[src/rtl/swallow_divider.sv]
module swallow_divider #(
  parameter int AW       = 6,
  parameter int BW       = 13,
  parameter int SW       = 2,
  parameter int PLOG_MIN = 3,
  parameter int RST_A    = 0,
  parameter int RST_B    = 3,
  parameter int RST_SEL  = 0
) (
  input  logic          clk,
  input  logic          rst,
  input  logic [SW-1:0] psel,
  input  logic [AW-1:0] a_val,
  input  logic [BW-1:0] b_val,
  input  logic          load,
  input  logic          hold,
  output logic          div_pulse,
  output logic          ab_err
);

  localparam int PCW = PLOG_MIN + (1 << SW);

  logic [SW-1:0]  pend_sel, act_sel;
  logic [AW-1:0]  pend_a, act_a, a_cnt;
  logic [BW-1:0]  pend_b, act_b, b_cnt;
  logic [PCW-1:0] pc;

  wire [PCW-1:0] base_p  = PCW'(1) << (PLOG_MIN + 32'(act_sel));
  wire           swallow = (a_cnt != '0);
  wire [PCW-1:0] last    = swallow ? base_p : base_p - PCW'(1);
  wire           pre_end = (pc == last);
  wire           term    = pre_end && (b_cnt == BW'(1));

  assign ab_err = {{(BW-AW){1'b0}}, act_a} > act_b;

  always_ff @(posedge clk) begin
    if (rst) begin
      pend_sel  <= SW'(RST_SEL);
      pend_a    <= AW'(RST_A);
      pend_b    <= BW'(RST_B);
      act_sel   <= SW'(RST_SEL);
      act_a     <= AW'(RST_A);
      act_b     <= BW'(RST_B);
      a_cnt     <= AW'(RST_A);
      b_cnt     <= BW'(RST_B);
      pc        <= '0;
      div_pulse <= 1'b0;
    end else begin
      if (load) begin
        pend_sel <= psel;
        pend_a   <= a_val;
        pend_b   <= b_val;
      end
      div_pulse <= term && !hold;
      if (hold || term) begin
        act_sel <= pend_sel;
        act_a   <= pend_a;
        act_b   <= pend_b;
        a_cnt   <= pend_a;
        b_cnt   <= pend_b;
        pc      <= '0;
      end else if (pre_end) begin
        pc    <= '0;
        b_cnt <= b_cnt - BW'(1);
        if (swallow) a_cnt <= a_cnt - AW'(1);
      end else begin
        pc <= pc + PCW'(1);
      end
    end
  end

  AST_PULSE_ONE_WIDE: assert property (@(posedge clk) disable iff (rst)
    div_pulse |=> !div_pulse);

  AST_PULSE_AFTER_TERM: assert property (@(posedge clk) disable iff (rst)
    div_pulse |-> ($past(b_cnt) == BW'(1)));

  AST_HOLD_QUIET: assert property (@(posedge clk) disable iff (rst)
    hold |=> !div_pulse);

  AST_HOLD_AT_LOAD: assert property (@(posedge clk) disable iff (rst)
    hold |=> (pc == '0 && b_cnt == act_b && a_cnt == act_a));

  AST_CFG_AT_BOUNDARY: assert property (@(posedge clk) disable iff (rst)
    (!hold && !term) |=> ($stable(act_a) && $stable(act_b) && $stable(act_sel)));

  AST_SWALLOW_BOUND: assert property (@(posedge clk) disable iff (rst)
    !ab_err |-> ({{(BW-AW){1'b0}}, a_cnt} <= b_cnt));

  AST_PRESCALE_RANGE: assert property (@(posedge clk) disable iff (rst)
    pc <= base_p);

endmodule

[config.mk]
export PLATFORM = sky130hd
export DESIGN_NAME = swallow_divider
export DESIGN_NICKNAME = d
export VERILOG_FILES = /design/src/rtl/swallow_divider.sv
export SDC_FILE = /design/constraint.sdc
export NUM_CORES = 1
export LEC_CHECK = 0
export ABC_AREA = 1
export CAP_MARGIN = 20
export CELL_PAD_IN_SITES_DETAIL_PLACEMENT = 0
export CELL_PAD_IN_SITES_GLOBAL_PLACEMENT = 1
export CORE_ASPECT_RATIO = 2
export CORE_MARGIN = 8
export CORE_UTILIZATION = 47
export CTS_BUF_LIST = sky130_fd_sc_hd__clkbuf_4
export DETAILED_ROUTE_END_ITERATION = 8
export MAX_ROUTING_LAYER = met4
export PLACE_DENSITY = 0.91
export SETUP_SLACK_MARGIN = 0.1
export SLEW_MARGIN = 40
export SYNTH_ARGS = -nofsm -noshare
export SYNTH_HDL_FRONTEND = slang
export SYNTH_SLANG_ARGS = --single-unit
[constraint.sdc]
create_clock -name clk -period 4.7 [get_ports clk]
set_input_delay 0.94 -clock clk [delete_from_list [all_inputs] [get_ports clk]]
set_output_delay 0.94 -clock clk [all_outputs]
set_load 0.1 [all_outputs]
== Word-level counts from Yosys, hierarchy flattened ==
Cells that the tools add are included.

* Add/subtract/negate cells: 5
* Order comparisons: 1
* Eq/ne operators: 2
* Shifts and indexed selects: 1
* Muxes and demuxes: 6
* Reductions and logical operators: 9

{| class="wikitable"
|+ Operators with widths
! operator !! count
|-
| 13-bit two-way mux || 2
|-
| 6-bit two-way mux || 3
|-
| 13-bit by 1-bit equality test with 1-bit output, second input constant || 1
|-
| 6-bit by 13-bit > comparator with 1-bit output || 1
|-
| 13-bit by 1-bit subtractor with 13-bit output, second input constant || 1
|-
| 7-bit by 1-bit adder with 7-bit output, second input constant || 1
|-
| 7-bit equality test || 1
|-
| 7-bit two-way mux || 1
|-
| 1-bit by 3-bit left shift with 7-bit output, first input constant || 1
|-
| 7-bit by 1-bit subtractor with 7-bit output, second input constant || 1
|-
| 6-bit nonzero test || 1
|-
| 6-bit by 1-bit subtractor with 6-bit output, second input constant || 1
|-
| 2-bit nonzero test || 2
|-
| 2-bit by 2-bit adder with 3-bit output, first input constant || 1
|-
| 3-bit OR reduction || 1
|-
| 1-bit logical AND || 2
|-
| 2-bit AND reduction || 1
|-
| 1-bit logical NOT || 1
|-
| 1-bit logical OR || 1
|}

* Flip-flop bits (word level): 69
* Input port bits: 25
* Output and inout port bits: 2
* Logic and storage cells: 34

== Logic depth before layout (Yosys ltp) ==
* Word-level depth: 9
* Depth in mapped cells: 16
* Mapped depth without buffers: 15

== Worst setup path before layout ==
No wires, ideal clock.

* Path type: reg-to-output
* Start point: register act_b[4]
* End point: output port ab_err
* Arrival: 2.230 ns
* Required time: 3.760 ns
* Slack: 1.530 ns
* Stages on the path, launching flop included: 9
* Buffers on the path: 0
* Cells stage by stage: dfxtp_1 > inv_1 > ha_1 > nand2_1 > nor2_1 > a211oi_1 > o31ai_1 > a21oi_1 > nor2_1

* Word-level cells in the longest chain between the ends: 1

{| class="wikitable"
|+ RTL lines
! what !! RTL line !! text
|-
| start, declared || 25 || <nowiki>logic [BW-1:0] pend_b, act_b, b_cnt;</nowiki>
|-
| start signal, assigned || 43 || <nowiki>act_b <= BW'(RST_B);</nowiki>
|-
| start signal, assigned || 58 || <nowiki>act_b <= pend_b;</nowiki>
|-
| 6-bit by 13-bit > comparator with 1-bit output || 34 || <nowiki>assign ab_err = {{(BW-AW){1'b0}}, act_a} > act_b;</nowiki>
|-
| end, declared || 18 || <nowiki>output logic ab_err</nowiki>
|}

Every way passes these cells.

== Worst setup path after layout ==
* Start point: register act_b[2]
* End point: output port ab_err

Same word-level chain as after synthesis.

==> run summary <==
Status
* **result of the run** finished, final reports clean

Critical path
* **Setup crit start** act_b[2]
* **FF-to-FF path depth** 14
* **endpoint class of the critical path** primary output
* **setup slack, reg-to-reg** 1940 ps
* **number of buffer and inverter stages on the critical path** 2
* **Critical Path Source Type** register
* **launch point of the worst reg-to-reg path** a_cnt[0]
* **required arrival time at the worst endpoint** 3760 ps
* **maximum net fanout on the critical path** 2
* **crit path kind** reg2out
* **critical-path cell with the highest stage delay** sky130_fd_sc_hd__dfxtp_1
* **endpoint of the most critical setup path** ab_err
* **delay of the slowest cell on the worst path** 340 ps
* **crit-path leading delay family** compound AO/OA/AOI/OAI gates
* **worst reg2reg path endpoint** a_cnt[3]
* **Levels on crit path** 9
* **Crit path arrival time** 2050 ps
* **cell-by-cell listing of the critical path** inv_1, ha_1, a21oi_1, nor2_1, a211oi_1, o31ai_1, a21oi_1, nor2_1, buf_2

Drt
* **ratio of routed vias to standard cells** 5.02
* **DRC errors left** 0
* **first-pass iteration count of the detailed router** 5
* **post-detailed-routing wire length** 8370 um
* **violation count after the first detailed-route iteration** 206
* **final antenna-violating net count** 0
* **average wire per standard cell** 13.6 um
* **number of vias in the routed layout** 3,095

Finish
* **layout cells sized above 1** 7.06%
* **count of nets after finishing** 555
* **flip-flop and latch area** 0.00138 mm^2
* **relative area change from synthesis to final layout** 11.9%
* **most common cell after layout, fill and taps aside** sky130_fd_sc_hd__nand2_1
* **area taken by multi-input logic gates** 0.00180 mm^2
* **number of filler cells placed in the layout** 744
* **most frequent cells in the layout** 105 x sky130_fd_sc_hd__nand2_1, 78 x sky130_fd_sc_hd__nor2_1, 69 x sky130_fd_sc_hd__dfxtp_1

Power
* **Worst IR Drop VDD** 0.000215 V
* **share of total power consumed by net switching** 40.2%
* **share of power burned in the clock network** 20.9%
* **power share of the combinational group** 38.0%
* **Power Density** 460 mW/mm^2
* **leakage component of the power** 0.00181 uW
* **switching component of the power** 723 uW
* **total power consumption of the routed design** 1800 uW
* **internal power consumption** 1080 uW
* **register share of total power** 41.1%

Timing
* **max-slew violation count** 0
* **Clock Skew** 19.1 ps
* **slew of the pin with the lowest slew margin** 792 ps
* **total of endpoints with negative setup slack in the final report** 0
* **relative slew slack** 47.0%
* **Final Hold Vio Count** 0
* **final worst-path cycle share** 63.7%
* **setup_tns** 0 ps
* **worst hold margin** 471 ps
* **time the final worst path needs with I/O delays and setup** 2990 ps
* **setup repair after global routing missed its margin** false
* **max frequency** 334 MHz

Clock tree
* **Clock Tree Buf Depth** 2
* **clock insertion delay at the later pin of the skew report** 440 ps
* **hold-fix buffers at CTS** 0
* **# H-tree levels** 3
* **number of buffers added for setup after CTS** 0
* **Clock Tree Root** sky130_fd_sc_hd__clkbuf_4
* **Clock Pin Slew Worst Setup and Hold Paths** 110 ps
* **Num CTS Buffers** 9
* **CTS resizes** 0
* **number of sinks driven by the clock tree** 69
* **CTS tree** yes

Logic synthesis
* **number of warning messages in the yosys log** 0
* **mapped cell area** 0.00349 mm^2
* **Avg Cell Area, Syn** 7.00 um^2
* **number of different library cells in the post-synthesis netlist** 36
* **top flip-flop cell by instance count after synthesis** sky130_fd_sc_hd__dfxtp_1
* **Synth Instances** 499
* **Synth Register Bits** 69
* **share of synthesized flip-flops with an asynchronous set or reset** 0%
* **sequential fraction of the synthesis area** 39.5%
* **count of flip-flops with a built-in enable after synthesis** 0

Die
* **Std-Cell Core Area** 0.00721 mm^2
* **starting density of the core** 48.4%
* **Chip Width** 77.0 um
* **height of the die** 138 um
* **area of the die** 0.0106 mm^2
* **Placement Rows** 44
* **top-level port count** 27

GRT
* **initial antenna violation count** 1
* **vias in the first global route** 3,000
* **global-route wire length before repair** 13,900 um
* **leftover overflow at the end of global routing** 0
* **largest net degree at the start of global routing** 24
* **total track usage** 17.1%

Placed design
* **number of port buffers** 26
* **estimated wirelength of the detail-placed design** 6270 um
* **gpl congestion** 0.911

Flow run
* **max capacitance violation total** 0

Hold path
* **path class of the lowest-slack min-delay path** reg2reg
* **instance count along the most critical hold path** 2

[metal layers]
metal  vias up  wire length (um)  global-route usage (%)
li1       1623                 -                       -
met1      1412              3390                    16.9
met2        41              4500                    31.0
met3        19               199                    2.53
met4         0               284                    10.5
met5         -                 0                       -
[synthesized netlist by cell type, types with 2 or more instances]
| cell | instances | area share, % |
|---|---|---|
| sky130_fd_sc_hd__a21oi_1 | 24 | 3.4 |
| sky130_fd_sc_hd__buf_1 | 2 | 0.21 |
| sky130_fd_sc_hd__buf_2 | 6 | 0.86 |
| sky130_fd_sc_hd__clkbuf_1 | 9 | 0.97 |
| sky130_fd_sc_hd__dfxtp_1 | 69 | 40 |
| sky130_fd_sc_hd__ha_1 | 11 | 3.9 |
| sky130_fd_sc_hd__inv_1 | 55 | 5.9 |
| sky130_fd_sc_hd__nand2_1 | 105 | 11 |
| sky130_fd_sc_hd__nand2_2 | 5 | 0.90 |
| sky130_fd_sc_hd__nand3_1 | 38 | 5.4 |
| sky130_fd_sc_hd__nand3_2 | 2 | 0.57 |
| sky130_fd_sc_hd__nand3b_1 | 3 | 0.64 |
| sky130_fd_sc_hd__nand4_1 | 5 | 0.90 |
| sky130_fd_sc_hd__nor2_1 | 78 | 8.4 |
| sky130_fd_sc_hd__nor2_2 | 3 | 0.54 |
| sky130_fd_sc_hd__nor2_4 | 3 | 0.97 |
| sky130_fd_sc_hd__nor3_1 | 7 | 1.0 |
| sky130_fd_sc_hd__nor3b_1 | 2 | 0.43 |
| sky130_fd_sc_hd__o21ai_0 | 41 | 5.9 |
| sky130_fd_sc_hd__xor2_1 | 15 | 3.8 |
[worst register-to-register path, delay by kind of cell, from the launching register on]
kind	cells	cell delay, ps
DFF	1	310
buffers and inverters	1	120
adders and majority gates	1	290
and+or+nand+nor	12	1980
[sequential cells by signal, indices dropped and copies added (netlist names)]
register and count:
act_b 13, b_cnt 13, pend_b 13, pc 7, a_cnt 6, act_a 6
pend_a 6, act_sel 2, pend_sel 2, div_pulse 1
[through the flow]
stage               instance area (um^2)  std cells  worst slack, ps  util (%)
floorplan                           3500        500             1530         -
CTS                                 3910        616             1690      54.2
global placement                    3780        600             1460      52.4
finish                              3910        617             1710      54.2
detailed placement                  3770        600             1480      52.3
global route                        3910        617             1550      54.2
[cells by family (layout without fill, tap and decap cells)]
family / count (synthesis) / count (layout) / synth area share, %
buffers and inverters: 76 / 100 / 9.03
other: 1 / 3 / 0.107
AO/OA/AOI/OAI: 70 / 70 / 10.4
AND/OR/NAND/NOR: 256 / 256 / 33.0
flip-flops: 69 / 69 / 39.5
XOR/XNOR: 16 / 16 / 4.01
adder cells (fa/ha/maj): 11 / 11 / 3.94
[cell type report]
type | instances | area share, %
Antenna cell | 1 | 0.0640
Clock buffer | 9 | 1.73
Clock inverter | 7 | 1.70
Inverter | 56 | 5.38
Multi-Input combinational cell | 355 | 46.1
Sequential cell | 69 | 35.3
Tap cell | 92 | 2.94
Timing Repair Buffer | 28 | 6.79
[power groups by stage]
stage	Sequential [uW]	Clock (uW)	Combinational [uW]
floorplan	736	0	565
global placement	750	0	676
detailed placement	752	0	684
CTS	739	386	691
global route	750	411	786
finish	739	377	684
[worst min-delay path by stage]
stage,from,to
floorplan,pend_b[0],pend_b[0]
global placement,pend_b[0],pend_b[0]
detailed placement,pend_b[0],pend_b[0]
CTS,act_b[5],act_b[5]
global route,act_a[0],act_a[0]
finish,act_b[9],act_b[9]
(Power assumes the default switching activity.)
